[src/rtl/dma2d_pkg.sv]
package dma2d_pkg;
  // control-word flag positions (decoded by the descriptor fetch neighbour)
  localparam int CTL_2D   = 1;
  localparam int CTL_DINC = 4;
  localparam int CTL_DSKP = 7;
  localparam int CTL_SINC = 8;
  localparam int CTL_SSKP = 11;

  typedef enum logic [1:0] {
    ST_IDLE,
    ST_RD,
    ST_WR,
    ST_FIN
  } xfer_st_e;

  typedef struct packed {
    logic mode2d;
    logic src_inc;
    logic dst_inc;
    logic src_skip;
    logic dst_skip;
  } xfer_flags_t;
endpackage

[src/rtl/dma2d_decode.sv]
module dma2d_decode
  import dma2d_pkg::*;
#(
  parameter int ADDR_W = 32,
  parameter int WORD_W = 32,
  parameter int ROW_W  = 14,
  parameter int XLEN_W = 16,
  parameter int STR_W  = 16
) (
  input  logic [31:0]       ctrl_word,
  input  logic [WORD_W-1:0] len_word,
  input  logic [WORD_W-1:0] stride_word,
  output xfer_flags_t       flags,
  output logic [ROW_W-1:0]  rows,
  output logic [WORD_W-1:0] row_bytes,
  output logic [ADDR_W-1:0] src_stride,
  output logic [ADDR_W-1:0] dst_stride,
  output logic              empty
);
  localparam int EXT_W = ADDR_W - STR_W;

  logic [STR_W-1:0] s_lo, s_hi;

  always_comb begin
    flags.mode2d   = ctrl_word[CTL_2D];
    flags.src_inc  = ctrl_word[CTL_SINC];
    flags.dst_inc  = ctrl_word[CTL_DINC];
    flags.src_skip = ctrl_word[CTL_SSKP];
    flags.dst_skip = ctrl_word[CTL_DSKP];

    s_lo = stride_word[STR_W-1:0];
    s_hi = stride_word[2*STR_W-1:STR_W];

    if (flags.mode2d) begin
      rows       = len_word[XLEN_W +: ROW_W];
      row_bytes  = {{(WORD_W-XLEN_W){1'b0}}, len_word[XLEN_W-1:0]};
      src_stride = {{EXT_W{s_lo[STR_W-1]}}, s_lo};
      dst_stride = {{EXT_W{s_hi[STR_W-1]}}, s_hi};
    end else begin
      rows       = ROW_W'(1);
      row_bytes  = len_word;
      src_stride = '0;
      dst_stride = '0;
    end
    empty = (rows == '0) || (row_bytes == '0);
  end
endmodule

[src/rtl/dma2d_count.sv]
module dma2d_count #(
  parameter int WORD_W = 32,
  parameter int ROW_W  = 14,
  parameter int XLEN_W = 16,
  parameter int BEAT_B = 4
) (
  input  logic              clk,
  input  logic              rst,
  input  logic              load,
  input  logic              mode2d_in,
  input  logic [ROW_W-1:0]  rows_in,
  input  logic [WORD_W-1:0] bytes_in,
  input  logic              beat,
  output logic              row_wrap,
  output logic              job_last,
  output logic [WORD_W-1:0] remain
);
  logic [ROW_W-1:0]  rows_left;
  logic [WORD_W-1:0] bytes_left, row_bytes_q, next_bytes;
  logic              mode_q, tail;

  function automatic logic [WORD_W-1:0] pack(input logic [ROW_W-1:0] r,
                                             input logic [WORD_W-1:0] b);
    logic [WORD_W-1:0] p;
    p = '0;
    p[XLEN_W +: ROW_W] = r;
    p[XLEN_W-1:0]      = b[XLEN_W-1:0];
    return p;
  endfunction

  always_comb begin
    tail       = bytes_left <= WORD_W'(BEAT_B);
    next_bytes = tail ? '0 : bytes_left - WORD_W'(BEAT_B);
    row_wrap   = tail && (rows_left != ROW_W'(1));
    job_last   = tail && (rows_left == ROW_W'(1));
  end

  always_ff @(posedge clk) begin
    if (rst) begin
      rows_left   <= '0;
      bytes_left  <= '0;
      row_bytes_q <= '0;
      mode_q      <= 1'b0;
      remain      <= '0;
    end else if (load) begin
      rows_left   <= rows_in;
      bytes_left  <= bytes_in;
      row_bytes_q <= bytes_in;
      mode_q      <= mode2d_in;
      remain      <= mode2d_in ? pack(rows_in, bytes_in) : bytes_in;
    end else if (beat) begin
      remain <= mode_q ? pack(rows_left, next_bytes) : next_bytes;
      if (row_wrap) begin
        rows_left  <= rows_left - ROW_W'(1);
        bytes_left <= row_bytes_q;
      end else begin
        bytes_left <= next_bytes;
      end
    end
  end

  assert_bytes_fall_R2: assert property (@(posedge clk) disable iff (rst)
    (beat && !load && !tail) |=> (bytes_left < $past(bytes_left)));

  assert_row_reload_R3: assert property (@(posedge clk) disable iff (rst)
    (beat && !load && row_wrap) |=> (bytes_left == row_bytes_q));
endmodule

[src/rtl/dma2d_ptr.sv]
module dma2d_ptr #(
  parameter int ADDR_W = 32,
  parameter int BEAT_B = 4
) (
  input  logic              clk,
  input  logic              rst,
  input  logic              load,
  input  logic [ADDR_W-1:0] base,
  input  logic              beat,
  input  logic              inc_en,
  input  logic              wrap,
  input  logic [ADDR_W-1:0] stride,
  output logic [ADDR_W-1:0] addr
);
  logic [ADDR_W-1:0] step;

  always_comb begin
    step = inc_en ? ADDR_W'(BEAT_B) : '0;
    if (wrap) step = step + stride;
  end

  always_ff @(posedge clk) begin
    if (rst)       addr <= '0;
    else if (load) addr <= base;
    else if (beat) addr <= addr + step;
  end

  assert_ptr_hold_R4: assert property (@(posedge clk) disable iff (rst)
    (!load && !(beat && (inc_en || wrap))) |=> $stable(addr));
endmodule

[src/rtl/dma2d_agen.sv]
module dma2d_agen
  import dma2d_pkg::*;
#(
  parameter int ADDR_W = 32,
  parameter int WORD_W = 32,
  parameter int ROW_W  = 14,
  parameter int XLEN_W = 16,
  parameter int STR_W  = 16
) (
  input  logic              clk,
  input  logic              rst,
  input  logic              start,
  input  logic [31:0]       ctrl_word,
  input  logic [ADDR_W-1:0] src_base,
  input  logic [ADDR_W-1:0] dst_base,
  input  logic [WORD_W-1:0] len_word,
  input  logic [WORD_W-1:0] stride_word,
  output logic              busy,
  output logic              rd_req,
  output logic [ADDR_W-1:0] rd_addr,
  input  logic              rd_ready,
  input  logic [WORD_W-1:0] rd_data,
  output logic              wr_req,
  output logic [ADDR_W-1:0] wr_addr,
  output logic [WORD_W-1:0] wr_data,
  input  logic              wr_ready,
  output logic              done,
  output logic [WORD_W-1:0] remain_len
);
  localparam int BEAT_B = WORD_W / 8;

  xfer_st_e          st, st_nx;
  xfer_flags_t       dec_fl, fl_q;
  logic [ROW_W-1:0]  dec_rows;
  logic [WORD_W-1:0] dec_bytes, data_q;
  logic [ADDR_W-1:0] dec_sstr, dec_dstr, sstr_q, dstr_q;
  logic              dec_empty, launch, beat, row_wrap, job_last;

  dma2d_decode #(
    .ADDR_W(ADDR_W), .WORD_W(WORD_W), .ROW_W(ROW_W),
    .XLEN_W(XLEN_W), .STR_W(STR_W)
  ) u_dec (
    .ctrl_word(ctrl_word), .len_word(len_word), .stride_word(stride_word),
    .flags(dec_fl), .rows(dec_rows), .row_bytes(dec_bytes),
    .src_stride(dec_sstr), .dst_stride(dec_dstr), .empty(dec_empty)
  );

  dma2d_count #(
    .WORD_W(WORD_W), .ROW_W(ROW_W), .XLEN_W(XLEN_W), .BEAT_B(BEAT_B)
  ) u_cnt (
    .clk(clk), .rst(rst), .load(launch), .mode2d_in(dec_fl.mode2d),
    .rows_in(dec_rows), .bytes_in(dec_bytes), .beat(beat),
    .row_wrap(row_wrap), .job_last(job_last), .remain(remain_len)
  );

  dma2d_ptr #(.ADDR_W(ADDR_W), .BEAT_B(BEAT_B)) u_src (
    .clk(clk), .rst(rst), .load(launch), .base(src_base), .beat(beat),
    .inc_en(fl_q.src_inc), .wrap(row_wrap), .stride(sstr_q), .addr(rd_addr)
  );

  dma2d_ptr #(.ADDR_W(ADDR_W), .BEAT_B(BEAT_B)) u_dst (
    .clk(clk), .rst(rst), .load(launch), .base(dst_base), .beat(beat),
    .inc_en(fl_q.dst_inc), .wrap(row_wrap), .stride(dstr_q), .addr(wr_addr)
  );

  always_comb begin
    launch = start && ((st == ST_IDLE) || (st == ST_FIN));
    beat   = ((st == ST_RD) && rd_ready && fl_q.dst_skip) ||
             ((st == ST_WR) && (wr_ready || fl_q.dst_skip));
    st_nx  = st;
    unique case (st)
      ST_IDLE, ST_FIN: begin
        st_nx = ST_IDLE;
        if (launch) begin
          if (dec_empty)            st_nx = ST_FIN;
          else if (dec_fl.src_skip) st_nx = ST_WR;
          else                      st_nx = ST_RD;
        end
      end
      ST_RD: if (rd_ready) st_nx = fl_q.dst_skip ? (job_last ? ST_FIN : ST_RD) : ST_WR;
      ST_WR: if (beat) st_nx = job_last ? ST_FIN : (fl_q.src_skip ? ST_WR : ST_RD);
      default: st_nx = ST_IDLE;
    endcase
  end

  always_ff @(posedge clk) begin
    if (rst) begin
      st     <= ST_IDLE;
      fl_q   <= '0;
      sstr_q <= '0;
      dstr_q <= '0;
      data_q <= '0;
    end else begin
      st <= st_nx;
      if (launch) begin
        fl_q   <= dec_fl;
        sstr_q <= dec_sstr;
        dstr_q <= dec_dstr;
        data_q <= '0;
      end else if ((st == ST_RD) && rd_ready) begin
        data_q <= rd_data;
      end
    end
  end

  assign busy    = (st == ST_RD) || (st == ST_WR);
  assign rd_req  = (st == ST_RD);
  assign wr_req  = (st == ST_WR) && !fl_q.dst_skip;
  assign wr_data = data_q;
  assign done    = (st == ST_FIN);

  assert_one_port_R7: assert property (@(posedge clk) disable iff (rst)
    !(rd_req && wr_req));

  assert_rd_hold_R7: assert property (@(posedge clk) disable iff (rst)
    (rd_req && !rd_ready) |=> (rd_req && $stable(rd_addr)));

  assert_wr_hold_R7: assert property (@(posedge clk) disable iff (rst)
    (wr_req && !wr_ready) |=> (wr_req && $stable(wr_addr) && $stable(wr_data)));

  assert_no_read_R5: assert property (@(posedge clk) disable iff (rst)
    (busy && fl_q.src_skip) |-> !rd_req);

  assert_zero_data_R5: assert property (@(posedge clk) disable iff (rst)
    (wr_req && fl_q.src_skip) |-> (wr_data == '0));

  assert_no_write_R6: assert property (@(posedge clk) disable iff (rst)
    (busy && fl_q.dst_skip) |-> !wr_req);

  assert_done_pulse_R9: assert property (@(posedge clk) disable iff (rst)
    (done && !start) |=> !done);

  assert_done_idle_R9: assert property (@(posedge clk) disable iff (rst)
    done |-> !busy);
endmodule

[config.mk]
export PLATFORM = sky130hd
export DESIGN_NAME = dma2d_agen
export DESIGN_NICKNAME = d
export VERILOG_FILES = /design/src/rtl/dma2d_pkg.sv /design/src/rtl/dma2d_decode.sv /design/src/rtl/dma2d_count.sv /design/src/rtl/dma2d_ptr.sv /design/src/rtl/dma2d_agen.sv
export SDC_FILE = /design/constraint.sdc
export NUM_CORES = 1
export LEC_CHECK = 0
export BUFFER_PORTS_ARGS = -buffer_cell sky130_fd_sc_hd__clkbuf_2
export CORE_MARGIN = 2
export CORE_UTILIZATION = 60
export DETAILED_ROUTE_END_ITERATION = 16
export GPL_TIMING_DRIVEN = 0
export HOLD_SLACK_MARGIN = 0.08
export PLACE_DENSITY = 0.87
export SYNTH_ARGS = -nofsm -noshare
export SYNTH_HDL_FRONTEND = slang
export SYNTH_SLANG_ARGS = --single-unit
[constraint.sdc]
create_clock -name clk -period 15.21 [get_ports clk]
set_input_delay 4.563 -clock clk [delete_from_list [all_inputs] [get_ports clk]]
set_output_delay 4.563 -clock clk [all_outputs]
set_load 0.03 [all_outputs]
## Word-level counts from Yosys, hierarchy flattened

Cells that the tools add are included.

| storage, ports and cells | value |
|---|---|
| output and inout bits | 132 |
| input port bits | 197 |
| word-level logic and storage cells | 84 |
| flip-flop bits (word level) | 277 |

| operators by class | value |
|---|---|
| reduce and logical (&&, ||, !) cells | 22 |
| magnitude comparators | 1 |
| eq/ne operators | 7 |
| $add $sub $neg | 6 |
| muxes and demuxes | 33 |

Operator list:

| operator | count |
|---|---|
| 32-bit two-way mux | 17 |
| 32-bit adder | 4 |
| 14-bit two-way mux | 4 |
| 32-bit by 3-bit <= comparator with 1-bit output, second input constant | 1 |
| 32-bit logical NOT | 1 |
| 32-bit by 3-bit subtractor with 32-bit output, second input constant | 1 |
| 2-bit two-way mux | 9 |
| 14-bit by 1-bit equality test with 1-bit output, second input constant | 1 |
| 14-bit logical NOT | 1 |
| 14-bit by 1-bit != test with 1-bit output, second input constant | 1 |
| 14-bit by 1-bit subtractor with 14-bit output, second input constant | 1 |
| 1-bit logical AND | 7 |
| 3-bit two-way mux | 2 |
| 2-bit case mux with 3 select lines | 1 |
| 1-bit logical OR | 5 |
| 2-bit equality test, second input constant | 2 |
| 2-bit AND reduction | 2 |
| 2-bit nonzero test | 2 |
| 2-bit OR reduction | 2 |
| 2-bit by 1-bit equality test with 1-bit output, second input constant | 1 |
| 2-bit logical NOT | 1 |
| 2-bit by 1-bit != test with 1-bit output, second input constant | 1 |
| 2-bit != test, second input constant | 1 |
| 1-bit logical NOT | 1 |

## Depth between registers and ports, before layout

| depth | value |
|---|---|
| depth in word-level cells | 6 |
| gate-level depth with buffers | 21 |

## Cells and area by module

From an unflattened synthesis, not the netlist that was laid out.

| second synthesis, totals | value |
|---|---|
| cells, all modules | 2420 |
| area, all modules | 18547.8 µm² |

By module, submodules not included:

| module | cells each | times used | area an instance (µm²) |
|---|---|---|---|
| dma2d_count | 726 | 1 | 5894.4 |
| dma2d_ptr at u_dst | 569 | 1 | 4112.7 |
| dma2d_ptr at u_src | 526 | 1 | 3967.6 |
| dma2d_agen | 465 | 1 | 3656.0 |
| dma2d_decode | 134 | 1 | 917.1 |

## Worst setup path before layout

Ideal clock, no wire load.

| path | value |
|---|---|
| path type | in2reg |
| start point | input port rd_ready |
| end point | register u_src.addr[3] |
| slack | 8.939 ns |
| stages | 8 |
| data arrival time | 6.139 ns |
| cells stage by stage | and2_1 > clkbuf_1 > o21ai_1 > clkbuf_1 > buf_1 > nor3_1 > a211oi_1 > nor3_1 |

| on the way | value |
|---|---|
| word-level cells in the longest chain between the ends | 4 |

RTL lines:

| item | line | text |
|---|---|---|
| from (decl) | dma2d_agen.sv:21 | `input logic rd_ready,` |
| 1-bit logical AND (2 in a row) | dma2d_agen.sv:68 | `beat = ((st == ST_RD) && rd_ready && fl_q.dst_skip) \|\|` |
| 1-bit logical OR | dma2d_agen.sv:68 |  |
| 2-bit nonzero test (no source line) | -- |  |
| to (signal assigned) | dma2d_ptr.sv:24 | `else if (load) addr <= base;` |
| to (signal assigned) | dma2d_ptr.sv:25 | `else if (beat) addr <= addr + step;` |
| to (decl) | dma2d_ptr.sv:13 | `output logic [ADDR_W-1:0] addr` |

Every way passes these cells.
A chain may end at the register's enable or synchronous reset.

## Worst setup path in the final report

| path | value |
|---|---|
| start point | input port rd_ready |
| end point | register u_src.addr[11] |

The elaborated chain is that of the path after synthesis.

==> summary.txt <==
Worst setup path
  • Critical path class: in2reg
  • Crit path max-delay cell type: o21ai_1
  • Worst setup EP type: register
  • Startpoint Class: primary input
  • Worst endpoint required time: 15.61 ns
  • Largest fanout on the critical path: 10
  • R2R Setup Slk: 8.91 ns
  • Crit-path max cell delay: 0.78 ns
  • Worst path cell trace: clkbuf_2 > and2_1 > clkbuf_1 > o21ai_1 > clkbuf_1 > clkbuf_1 > o21ai_0 > o21ai_0 > nor2_1
  • Top delay family on crit path: buffers and inverters
  • Crit path DAT: 7.57 ns
  • Most frequent cell on the critical path: clkbuf_1
  • WP buf/inv: 4

Timing
  • Slew @ Worst Pin: 1.25 ns
  • # setup viols final: 0
  • Tmin final: 7.17 ns
  • Worst hold margin: 0.453 ns
  • Worst Skew: 0.0113 ns
  • Setup TNS: 0 ns
  • Slew headroom: 0.162
  • Fin. Hold Viols: 0
  • Max-slew violations: 0
  • Part of the cycle the worst path needs: 0.471
  • RSZ-0062 raised after global routing: false
  • Max Clock Freq: 139 MHz

Detailed routing
  • Vias per cell: 6.52
  • Post-route ant nets: 0
  • First-pass iteration count of the detailed router: 8
  • Initial DRC Count: 2123
  • Drt drc: 0
  • Final wirelength: 58000 um
  • Routed len/inst: 22.2 um
  • Vias: 17.0k

Clocking
  • Post-CTS setup buffer count: 0
  • CTS max path bufs: 3
  • H-tree depth: 1
  • TritonCTS clock tree: yes
  • Total CTS buffers: 27
  • Skew-Pair Late Insertion Delay: 0.55 ns
  • Root buf cell: clkbuf_16
  • TritonCTS Sinks: 245
  • Clock slew at reported path FFs: 0.06 ns
  • Hold-fix buffers, CTS: 0
  • Post-CTS Resized: 0

Cells and area
  • Most frequent cells in the layout: nand2_1, clkbuf_2, dfxtp_1
  • Most common cell after layout, fill and taps aside: nand2_1
  • P&R area growth vs syn: 18.4%
  • FILL cells: 2073
  • Diodes inserted: 0
  • Final nets: 2543
  • Share of cells above drive strength 1: 0.173

Synth
  • Part of the Yosys area used for sequential elements: 0.330
  • Syn nets: 2214
  • Synth Flop Type: dfxtp_1
  • Post-synthesis area per instance: 7.66 um^2
  • Yosys warnings: 0
  • Distinct cell type count after synthesis: 83
  • Post-Syn Area: 0.0149 mm^2
  • Seq cells post-synth: 245
  • Async SR Flop Fraction: 0
  • Area leader, netlist: dfxtp_1
  • Cell count after synthesis: 1940
  • Top cell type's share of synthesized area: 0.330
  • Synth area leaders: dfxtp_1, nand2_1, a21oi_1
  • Post-synth EDFFs: 0

Worst hold path
  • Hold Crit Class: reg2reg

Power and ir drop
  • Power Internal: 1.31 mW
  • Clock group share of total power: 0.282
  • Static leakage: 7.45 nW
  • Comb pwr share: 0.354
  • P per Cell Area: 127 mW/mm^2
  • Peak VDD IR: 0.104 mV
  • NetSw: 0.914 mW
  • Seq pwr share: 0.364
  • Switching share of power: 0.410

Placed design
  • I/O Buffers: 300
  • Post-DP HPWL: 42700 um
  • GPL Wtd Cong: 1.02

Floorplanning
  • Number of top-level pins: 329
  • Row count: 57
  • Core area: 0.0243 mm^2
  • Die H: 161 um
  • Starting Density: 0.611
  • Die Area: 0.0260 mm^2
  • DIE WIDTH: 161 um

Global routing
  • Antenna violations before repair: 0
  • Vias in the first global route: 15.7k
  • Largest net degree at the start of global routing: 14
  • Total track usage: 0.427
  • Grt total ovfl: 0
  • Global-route wire length before repair: 87300 um

Flow run
  • Number of max-cap violations: 0

Run status
  • Status: finished clean
path summary, 6_finish.rpt:
check | from | endpoint | depth (start not counted)
max | rd_ready | u_src.addr[11] | 9
min | wr_data[13] | wr_data[13] | 2
max reg2reg | u_cnt.rows_left[2] | u_src.addr[30] | 17
min reg2reg | wr_data[13] | wr_data[13] | 2
synth_stat cells, drive strengths merged (3+ instances only):
cell	number
clkbuf	101
inv	23
a31oi	28
o311ai	3
nor4	27
o21bai	7
dfxtp	245
buf	29
and2	6
or2	3
nand4	14
a311oi	36
xnor2	60
nand2b	12
a2111oi	14
o211a	8
nor3b	7
a21oi	200
o311a	3
and3	36
a211oi	39
o21ai	81
a21o	28
mux2i	4
nand3	48
nand2	322
o21a	5
a22o	31
o211ai	18
o22ai	8
xor2	43
nor2	214
or3	14
ha	75
a22oi	10
nor2b	10
and4	3
nor3	69
a221oi	9
or4	9
a41oi	3
o31ai	4
mux2	3
logic make-up (layout without fill, tap and decap cells):
| kind of cell | after synthesis | in the layout | synth area share |
|---|---|---|---|
| xor+xnor | 103 | 103 | 0.0617 |
| mux | 7 | 7 | 0.00497 |
| compound gates | 554 | 554 | 0.247 |
| simple gates | 801 | 801 | 0.251 |
| fa+ha+maj | 77 | 77 | 0.0658 |
| buf+inv | 153 | 501 | 0.0396 |
| flops | 245 | 245 | 0.330 |
state kept, by name, summed over array words and instances, names as in the netlist:
signal and flops:
u_cnt.rows_left 14, fl_q 4, u_cnt.bytes_left 32, u_cnt.row_bytes_q 32, dstr_q 16, u_cnt.remain 32
st 2, sstr_q 16, wr_data 32, u_src.addr 32, u_cnt.mode_q 1, u_dst.addr 32
layer usage:
metal	vias to the layer above	GRT usage	part of all wire	wire, um
met5	-	0	0	0
met4	0	0.239	0.061	3520
met3	251	0.0794	0.13	7270
met2	1228	0.654	0.43	25100
met1	7893	0.566	0.38	22200
li1	7670	-	-	-
cell type report:
class                      count  area [um^2]  area share
timing repair buffer         300         1500      0.0854
clock buffer                  37          753      0.0428
tap                          324          405      0.0230
clock inverter                11         65.1     0.00370
buffer                       130          502      0.0285
sequential                   245         4900       0.279
inverter                      23         86.3     0.00491
multi-input combinational   1542         9370       0.533
worst min-delay path: cells and delay by family (launching register included):
kind / cells / cell delay, ns
AO/OA/AOI/OAI: 1 / 0.05
flip-flops: 1 / 0.31
AND/OR/NAND/NOR: 1 / 0.05
per-stage QoR:
stage	util	instance area (um^2)	worst slack [ns]	std cells	power, mW
6_report	0.723	17600	8.04	2612	2.23
5_1_grt	0.723	17600	8.06	2612	2.30
4_1_cts	0.723	17600	8.21	2612	2.19
3_5_place_dp	0.690	16800	7.73	2564	1.57
3_3_place_gp	0.689	16800	7.75	2564	1.56
2_1_floorplan	-	14900	8.94	1940	1.31
power groups by stage:
stage | Sequential [mW] | Clock (mW) | Combinational, mW
final | 0.810 | 0.628 | 0.789
after global routing | 0.817 | 0.650 | 0.831
after CTS | 0.806 | 0.626 | 0.761
after detailed placement | 0.819 | 0 | 0.756
after global placement | 0.815 | 0 | 0.743
after floorplan | 0.888 | 0 | 0.423
Power figures use the tool's default switching activity.
